==> src/rtl/xbus_pkg.sv <==
package xbus_pkg;

   localparam int NUM_SPACES = 2;

   typedef enum logic {
      SP_DATA = 1'b0,
      SP_PROG = 1'b1
   } space_e;

endpackage

==> src/rtl/xbus_cfg_regs.sv <==
module xbus_cfg_regs
   import xbus_pkg::*;
#(
   parameter int WSW = 5,
   localparam int CW = WSW * NUM_SPACES,
   localparam int SELW = $clog2(NUM_SPACES)
) (
   input  logic            clk,
   input  logic            rst_n,
   input  logic            we,
   input  logic [CW-1:0]   wdata,
   output logic [CW-1:0]   rdata,
   input  logic [SELW-1:0] sel,
   output logic [WSW-1:0]  sel_waits
);

   logic [WSW-1:0] fld [NUM_SPACES];

   for (genvar g = 0; g < NUM_SPACES; g++) begin : g_fld
      always_ff @(posedge clk or negedge rst_n) begin
         if (!rst_n)
            fld[g] <= '1;
         else if (we)
            fld[g] <= wdata[g*WSW +: WSW];
      end
      assign rdata[g*WSW +: WSW] = fld[g];
   end

   assign sel_waits = fld[sel];

endmodule

==> src/rtl/xbus_wait_cnt.sv <==
module xbus_wait_cnt #(
   parameter int WSW = 5
) (
   input  logic           clk,
   input  logic           rst_n,
   input  logic           load,
   input  logic [WSW-1:0] ld_val,
   output logic           last
);

   logic [WSW-1:0] cnt_q;

   always_ff @(posedge clk or negedge rst_n) begin
      if (!rst_n)
         cnt_q <= '0;
      else if (load)
         cnt_q <= ld_val;
      else if (cnt_q != '0)
         cnt_q <= cnt_q - 1'b1;
   end

   assign last = (cnt_q == '0);

endmodule

==> src/rtl/xbus_wait_ctrl.sv <==
module xbus_wait_ctrl
   import xbus_pkg::*;
#(
   parameter int DW  = 16,
   parameter int AW  = 16,
   parameter int WSW = 5,
   localparam int CW = WSW * NUM_SPACES
) (
   input  logic          clk,
   input  logic          rst_n,
   input  logic          cfg_we,
   input  logic [CW-1:0] cfg_wdata,
   output logic [CW-1:0] cfg_rdata,
   input  logic          req,
   input  logic          space,
   input  logic [AW-1:0] addr,
   input  logic          wr,
   input  logic [DW-1:0] wdata,
   output logic          busy,
   output logic          done,
   output logic [DW-1:0] rdata,
   output logic [AW-1:0] xa,
   output logic [DW-1:0] xd_out,
   output logic          xd_oe,
   input  logic [DW-1:0] xd_in,
   output logic          rd_n,
   output logic          wr_n,
   output logic          dsel_n,
   output logic          psel_n
);

   if (DW < 1 || AW < 1) begin : g_bad_width
      $error("xbus_wait_ctrl: DW and AW must be positive");
   end
   if (WSW < 1 || WSW > 8) begin : g_bad_wsw
      $error("xbus_wait_ctrl: WSW must lie in 1..8");
   end

   logic           act_q;
   logic           wr_q;
   space_e         sp_q;
   logic [AW-1:0]  addr_q;
   logic [DW-1:0]  wdata_q;
   logic [DW-1:0]  rdata_q;
   logic           done_q;
   logic [WSW-1:0] sel_waits;
   logic           last;
   logic           start;
   logic           finish;

   assign start  = req && !act_q;
   assign finish = act_q && last;

   xbus_cfg_regs #(.WSW(WSW)) u_cfg (
      .clk       (clk),
      .rst_n     (rst_n),
      .we        (cfg_we),
      .wdata     (cfg_wdata),
      .rdata     (cfg_rdata),
      .sel       (space),
      .sel_waits (sel_waits)
   );

   xbus_wait_cnt #(.WSW(WSW)) u_cnt (
      .clk    (clk),
      .rst_n  (rst_n),
      .load   (start),
      .ld_val (sel_waits),
      .last   (last)
   );

   always_ff @(posedge clk or negedge rst_n) begin
      if (!rst_n) begin
         act_q   <= 1'b0;
         wr_q    <= 1'b0;
         sp_q    <= SP_DATA;
         addr_q  <= '0;
         wdata_q <= '0;
         rdata_q <= '0;
         done_q  <= 1'b0;
      end else begin
         done_q <= finish;
         if (start) begin
            act_q   <= 1'b1;
            wr_q    <= wr;
            sp_q    <= space_e'(space);
            addr_q  <= addr;
            wdata_q <= wdata;
         end else if (finish) begin
            act_q <= 1'b0;
         end
         if (finish && !wr_q)
            rdata_q <= xd_in;
      end
   end

   assign busy   = act_q;
   assign done   = done_q;
   assign rdata  = rdata_q;
   assign xa     = addr_q;
   assign xd_out = wdata_q;
   assign xd_oe  = act_q && wr_q;
   assign rd_n   = !(act_q && !wr_q);
   assign wr_n   = !(act_q && wr_q);
   assign dsel_n = !(act_q && sp_q == SP_DATA);
   assign psel_n = !(act_q && sp_q == SP_PROG);

endmodule

==> config.mk <==
export PLATFORM = sky130hd
export DESIGN_NAME = xbus_wait_ctrl
export DESIGN_NICKNAME = d
export VERILOG_FILES = /design/src/rtl/xbus_pkg.sv /design/src/rtl/xbus_cfg_regs.sv /design/src/rtl/xbus_wait_cnt.sv /design/src/rtl/xbus_wait_ctrl.sv
export SDC_FILE = /design/constraint.sdc
export NUM_CORES = 1
export LEC_CHECK = 0
export BUFFER_PORTS_ARGS = -buffer_cell sky130_fd_sc_hd__buf_4
export CORE_AREA = 5 5 108 69
export CTS_CLUSTER_DIAMETER = 100
export DETAILED_ROUTE_END_ITERATION = 8
export DIE_AREA = 0 0 113 74
export PLACE_DENSITY = 0.85
export SETUP_SLACK_MARGIN = 0.3
export SYNTH_ARGS = -nofsm -noshare
export SYNTH_HDL_FRONTEND = slang
export SYNTH_HIERARCHICAL = 1
export SYNTH_SLANG_ARGS = --single-unit
==> constraint.sdc <==
create_clock -name clk -period 2.35 [get_ports clk]
set_input_delay 0.3525 -clock clk [delete_from_list [all_inputs] [get_ports clk]]
set_output_delay 0.3525 -clock clk [all_outputs]
set_load 0.01 [all_outputs]
# == After elaboration in Yosys (flattened, before gate mapping) ==
# Index checks and enable logic that the tools add are counted.
# totals
regBits,67
in_bits,64
# op_classes
add_sub_neg,1
reduce_logical,17
n_lt_le_gt_ge,1
n_bitwise,2
muxes,7
# ops
operator,n
two-way mux 5 bit,5
logical AND 1 bit,7
zero test 1 bit,6
zero test 5 bit,1
nonzero test 5 bit,1
"subtractor 5 x 1 -> 5 bit, second input constant",1
nonzero test 2 bit,2
"greater-or-equal comparator 2 bit, second input constant",1
two-way mux 1 bit,2
NOT 1 -> 2 bit,1
NOT 1 bit,1

# == Longest topological paths before layout ==
# Gate-level depths: netlist of run 1.
# depth
depth_word,5
depth_mapped,6
ltp_nobuf,5

# == Hierarchy ==
# The synthesis of run 1 kept the hierarchy.
# modules_own_cells
mod,cells_each,instances,area_per_inst_um2,seq_area_each_um2
xbus_wait_ctrl,117,1,2127.0,1301.2
xbus_cfg_regs,26,1,480.5,262.8
xbus_wait_cnt,27,1,279.0,125.1

# == Worst setup path before layout of run 1 ==
# OpenSTA, ideal clock, no wires.
# synth_path
kind,flip-flop to flip-flop
startpoint,reg u_cnt.cnt_q[0]
endpoint,"reg, netlist name rdata[10]"
t_arrival_ns,1.615
stages_incl_launch_ff,7
period_less_slack_ns,1.740
setup_time_ns,0.125
path_buffers,1
slack_ns,0.610
path_cell_list,dfrtp_1 inv_1 ha_1 nor4b_4 nand3b_4 buf_6 mux2_2
# synth_lines
element,line_no,rtl
start: declaration,xbus_wait_cnt.sv:11,logic [WSW-1:0] cnt_q;
start signal: assignment,xbus_wait_cnt.sv:17,cnt_q <= ld_val;
start signal: assignment,xbus_wait_cnt.sv:19,cnt_q <= cnt_q - 1'b1;

==> flow_summary_export.csv, run 1 <==
group,metric,value,unit
sta,slew_headroom,0.459,
worst_setup_path,crit_chain,"inv_1, ha_1, nor4b_4, nand3b_4, mux2_2",
routing,dr.first_iter.drc_count,46,
clock_network,h-tree-depth,3,
synthesis,yosys.area.top_type,"dfrtp_1",
worst_setup_path,path_delay_family,"simple AND/OR/NAND/NOR gates",
synthesis,synth.distinct_cells,22,
routing,drtAntennaViolNets,0,
clock_network,cts_tree,"built",
synthesis,synthCells,170,
sta,min_period,1.82,ns
cells_and_area,regArea,1690,sq um
worst_setup_path,cp_slowest_stage_delay,0.39,ns
worst_setup_path,crit_buf_inv,1,
synthesis,synth_top_area_frac,0.494,
global_routing,grt_pass1_wl,9.69,mm
routing,drc,0,
floorplanning,core.rowCount,23,
pwr,power.switching,1.59,mW
sta,holdWs,0.115,ns
worst_setup_path,crit_slowest_cell,"dfrtp_1",
routing,highest_layer,"met4",
synthesis,synth_compound_area_frac,0.0173,
routing,wire_per_inst,15.8,microns
floorplanning,start_util,0.450,
clock_network,cts_resized,0,
synthesis,ys_top_cells_by_area,"dfrtp_1 49%, mux2_4 20%, mux2_2 11%",
sta,skew,0.00642,ns
routing,drt-met1-wl,2.87,mm
routing,route.vias.total,1835,
worst_setup_path,cp-end-kind,"flip-flop",
sta,worst_pin_slew,0.811,ns
status,status,"complete, no violations",
clock_network,cts_buffer_depth,2,
pwr,clkPwrFrac,0.186,
clock_network,ctsHoldBuffers,0,
global_routing,grt_start_max_net_pins,68,
routing,dr.pass1.iters,6,
synthesis,yosysSeqAreaShare,0.585,
cells_and_area,syn_to_final_growth,42.7,%
pwr,combPwrFrac,0.430,
routing,route.met2.wl,2.86,mm
cells_and_area,fin_area,4120,sq um
cells_and_area,fin_nets,371,
synthesis,synth_top_family_by_area,"multiplexers",
sta,hold_viol,0,
clock_network,cts.sinks,67,
floorplanning,dieArea,8360,sq um
pwr,p_leak,2.02,nW
floorplanning,boundaryPins,129,
worst_setup_path,worst_ep_required_time,2.56,ns
synthesis,yosys.area_share.adder,0.00433,
synthesis,syn_avg_cell_area,17.0,sq um
cells_and_area,multi_input_area,1090,sq um
synthesis,yosys_warnings,6,
worst_setup_path,critPathMaxFanout,16,
clock_network,worstSkewPairLatency,0.33,ns
clock_network,cts_setup_buffers,0,
clock_network,clk_pin_slew_worst_paths,0.07,ns
global_routing,antenna_found_initial,0,
pwr,p_per_area,1290,nW/um^2
clock_network,cts_buffers,9,
pwr,swShare,0.300,
pwr,intPower,3.71,mW
sta,period_share,0.776,
pwr,power,5.30,mW
sta,slew_violations,0,
floorplanning,core-area,6420,sq um
pwr,pwr-share-seq,0.384,
global_routing,overflow,0,
placement,hpwl,4.58,mm
worst_hold_path,hold_class,"input port to async pin",
cells_and_area,antenna_cells,0,
synthesis,synth-simple-area-share,0.0368,
synthesis,synth-xor-area-share,0.00910,
synthesis,synthMuxAreaShare,0.307,
placement,io_buffers,128,
synthesis,syn_area,2890,sq um
placement,dpl_cell_area,3880,sq um
sta,fmax,548,MHz
worst_setup_path,crit_type,"flip-flop to flip-flop",
cells_and_area,drive_above_1_share,0.735,
routing,vias_per_cell,4.62,
pwr,ir_drop,651,uV
global_routing,grt_usage,0.151,
worst_setup_path,startpoint_type,"flip-flop",
worst_setup_path,critPathArrivalTime,2.03,ns
routing,wirelength,6.27,mm
cells_and_area,nFillCells,472,
sta,fin_tns_setup,0,ns
synthesis,ys_ff_latch,67,
job,drv_cap,0,
global_routing,grt_pass1_vias,1980,
placement,gp_congestion,0.735,
clock_network,cts_root_buffer,"clkbuf_8",
floorplanning,die_w,113,microns
floorplanning,die_y,74,microns
sta,setup_viol,0,
sta,grt_setup_unrepaired,"false",
synthesis,syn_nets,235,
routing,route.met3.wl,509,microns
## flip-flops by register name (all words and copies together) (netlist names)
name         count
rdata           16
done             1
xd_out          16
u_cnt/cnt_q      5
u_cfg/rdata     10
busy             1
xa              16
wr_q             1
sp_q             1
## worst reg2reg max path: cells and delay by family, from the launching register on
kind                       cells  cell delay, ns
adders and majority gates      1            0.21
DFF                            1            0.39
buffers and inverters          1            0.10
and+or+nand+nor                2            0.66
muxes                          1            0.35
## cells in the mapped netlist (all sizes together)
| library cell | number |
|---|---|
| and2 | 1 |
| nor2b | 1 |
| or2b | 2 |
| xnor2 | 3 |
| mux2 | 66 |
| o21ai | 3 |
| a21o | 1 |
| nand3b | 1 |
| ha | 1 |
| dfstp | 10 |
| clkbuf | 1 |
| dfrtp | 57 |
| nor3 | 1 |
| nand2 | 7 |
| inv | 5 |
| o31ai | 3 |
| buf | 6 |
| nor4b | 1 |
## cells by family after synthesis
kind of cell             after synthesis
buffers and inverters                 12
multiplexers                          66
flip-flops                            67
AO/OA/AOI/OAI                          7
XOR/XNOR                               3
adder cells (fa/ha/maj)                1
AND/OR/NAND/NOR                       14
## per-stage QoR
step,std cells,utilization,setup slack [ns]
2_1_floorplan,170,-,0.610
3_3_place_gp,379,0.605,0.519
3_5_place_dp,379,0.605,0.393
4_1_cts,394,0.638,0.379
5_1_grt,397,0.642,0.426
6_report,397,0.642,0.526
## final cells by class
cell class | count | share of cell area
Sequential cell | 67 | 0.410
Clock buffer | 14 | 0.0443
Inverter | 5 | 0.00456
Timing Repair Buffer | 132 | 0.244
Tap cell | 87 | 0.0264
Clock inverter | 1 | 0.00729
Multi-Input combinational cell | 91 | 0.264
## layer usage
layer	vias to the layer above	track usage
li1	866	-
met1	888	0.200
met2	77	0.226
met3	4	0.0659
met4	0	0.0480
met5	-	0
## placed cells by master, fill, tap and decap left out, drive strengths merged
cell type	synthesis	routed
buf	6	132
mux2	66	66
dfrtp	57	57
clkbuf	1	14
dfstp	10	10
nand2	7	7
inv	5	5
xnor2	3	3
o31ai	3	3
o21ai	3	3
or2b	2	2
and2	1	1
nor2b	1	1
nand3b	1	1
a21o	1	1
bufinv	0	1
nor4b	1	1
nor3	1	1
ha	1	1
## power groups by stage
stage	logic, mW	clock network (mW)	registers, mW
3_5_place_dp	2.29	0	2.04
3_3_place_gp	2.24	0	2.02
6_report	2.28	0.988	2.03
4_1_cts	2.29	1.02	2.04
2_1_floorplan	1.07	0	2.20
5_1_grt	2.43	1.07	2.10
## worst paths after layout
kind / startpoint / endpoint / slack [ns] / depth (start not counted)
hold reg to reg: rdata[10] / rdata[10] / 0.51 / 1
min in group clk: cfg_wdata[1] / u_cfg/rdata[1] / 0.25 / 2
setup reg to reg: u_cnt/cnt_q[0] / rdata[9] / 0.53 / 5
hold / removal: rst_n / xa[2] / 0.12 / 1
setup / recovery: u_cnt/cnt_q[0] / rdata[9] / 0.53 / 5
max in group asynchronous: rst_n / xa[14] / 1.69 / 1
(Power assumes the default switching activity.)
==> run 2: changes to the inputs <==
clock period = 1.7 ns   (was 2.35 ns; I/O delays follow)
==> run 2 against run 1 <==
Effect of this change:
- register-to-register slack got worse by 0.43 ns
- clock skew increased by 0.0046 ns
- global-route usage increased by 1.7 points
- hold slack improved by 0.038 ns
- largest cell class unchanged
==> flow_summary_export.csv, run 2 (synthesis results as in run 1) <==
group,metric,value,unit
status,status,"complete, no violations",
floorplanning,boundaryPins,129,
worst_setup_path,crit_buf_inv,2,
cells_and_area,multi_input_area,1160,sq um
worst_setup_path,critPathMaxFanout,8,
sta,period_share,0.945,
sta,holdWs,0.154,ns
sta,skew,0.0111,ns
sta,fin_tns_setup,0,ns
placement,gp_congestion,0.759,
worst_hold_path,hold_class,"input port to flip-flop",
cells_and_area,antenna_cells,0,
floorplanning,core.rowCount,23,
floorplanning,die_w,113,microns
worst_setup_path,crit_slowest_cell,"dfrtp_1",
global_routing,globalRouteMet1Util,0.221,
sta,fmax,623,MHz
sta,slew_violations,0,
pwr,clkPwrFrac,0.172,
global_routing,grt_pass1_vias,2152,
worst_setup_path,path_delay_family,"flip-flops",
worst_setup_path,startpoint_type,"flip-flop",
pwr,combPwrFrac,0.478,
routing,vias_per_cell,4.69,
clock_network,h-tree-depth,3,
job,drv_cap,0,
routing,wire_per_inst,17.2,microns
routing,dr.pass1.iters,6,
placement,hpwl,4.98,mm
routing,route.vias.total,1982,
sta,slew_headroom,0.737,
pwr,power.switching,2.46,mW
pwr,intPower,5.59,mW
pwr,p_per_area,1790,nW/um^2
clock_network,worstSkewPairLatency,0.33,ns
clock_network,cts_tree,"built",
cells_and_area,most-common-layout-cells,"140 x buf_4, 57 x dfrtp_1, 39 x mux2_4",
worst_setup_path,worst_ep_required_time,1.91,ns
placement,dpl.cell_count,384,
clock_network,cts_root_buffer,"clkbuf_8",
pwr,pwr-share-seq,0.349,
worst_setup_path,cp-end-kind,"flip-flop",
global_routing,top_usage_layer,"met2",
pwr,power,8.05,mW
global_routing,grt_usage,0.168,
placement,io_buffers,128,
global_routing,grt_start_max_net_pins,31,
routing,dr.first_iter.drc_count,60,
sta,grt_setup_unrepaired,"true",
global_routing,overflow,0,
floorplanning,start_util,0.450,
floorplanning,core-area,6420,sq um
clock_network,clk_pin_slew_worst_paths,0.07,ns
clock_network,cts_buffer_depth,2,
sta,hold_viol,0,
routing,drtAntennaViolNets,0,
cells_and_area,fin_area,4510,sq um
global_routing,grt_use_met2,0.264,
placement,dpl_cell_area,3960,sq um
sta,worst_pin_slew,0.394,ns
worst_setup_path,critPathArrivalTime,1.81,ns
sta,min_period,1.61,ns
cells_and_area,nFillCells,429,
worst_setup_path,crit_type,"flip-flop to flip-flop",
floorplanning,die_y,74,microns
cells_and_area,final_cells,423,
worst_setup_path,cp_slowest_stage_delay,0.40,ns
clock_network,cts.sinks,67,
global_routing,antenna_found_initial,0,
cells_and_area,drive_above_1_share,0.771,
pwr,swShare,0.306,
cells_and_area,syn_to_final_growth,56.1,%
pwr,p_leak,2.22,nW
cells_and_area,fin_nets,397,
global_routing,grt_pass1_wl,10.8,mm
clock_network,cts_buffers,9,
cells_and_area,final_common_cell,"buf_4",
pwr,ir_drop,1180,uV
worst_setup_path,crit_chain,"inv_2, ha_4, nor4b_4, buf_4, nand3b_4, mux2_4",
cells_and_area,regArea,1690,sq um
floorplanning,dieArea,8360,sq um
routing,wirelength,7.26,mm
sta,setup_viol,0,
routing,drc,0,
global_routing,grt.met3_usage,0.0650,
-- run 2: power groups by stage --
stage               registers (mW)  clock network [mW]  logic, mW
CTS                           2.81                1.42       3.55
detailed placement            2.81                   0       3.29
finish                        2.81                1.38       3.85
global route                  2.91                1.48       4.11
global placement              2.78                   0       3.21
floorplan                     3.05                   0       1.50
-- run 2: worst paths after layout --
kind                                start              to  slack [ns]  depth (start not counted)
max                        u_cnt/cnt_q[1]       rdata[15]        0.09                          6
min                          cfg_wdata[3]  u_cfg/rdata[3]        0.15                          2
max reg2reg                u_cnt/cnt_q[1]       rdata[15]        0.09                          6
min reg2reg                     xd_out[6]       xd_out[6]        0.51                          1
max in group asynchronous           rst_n           xa[3]        0.75                          3
min in group asynchronous           rst_n  u_cnt/cnt_q[2]        0.40                          2
-- run 2: stage by stage --
stage / utilization / setup slack [ns]
6_report: 0.702 / 0.0943
5_1_grt: 0.702 / 0.0165
4_1_cts: 0.671 / 0.111
3_5_place_dp: 0.617 / 0.0297
3_3_place_gp: 0.617 / 0.0896
2_1_floorplan: - / 0.0178
-- run 2: layout make-up --
cell class                      count  area share
Inverter                            5     0.00417
Multi-Input combinational cell     92       0.257
Sequential cell                    67       0.375
Clock inverter                      1     0.00666
Tap cell                           87      0.0242
Timing Repair Buffer              157       0.292
Clock buffer                       14      0.0405
-- run 2: per-layer routing --
metal | share of wire | wire length [microns] | vias up
met5 | 0 | 0 | -
met4 | 0.0073 | 53 | 0
met3 | 0.087 | 632 | 8
met2 | 0.47 | 3390 | 85
met1 | 0.44 | 3180 | 967
li1 | - | - | 922
-- run 2: repair_timing --
| action | in CTS | in global routing |
|---|---|---|
| endpoints found under the setup margin | 24 | 60 |
| gates resized for setup | 7 | 10 |
| hold buffers | 1 | 0 |
| setup buffers | 10 | 9 |
| hold endpoints to repair | 23 | 0 |
| pin swaps | 3 | 4 |
| cloned | 1 | 3 |
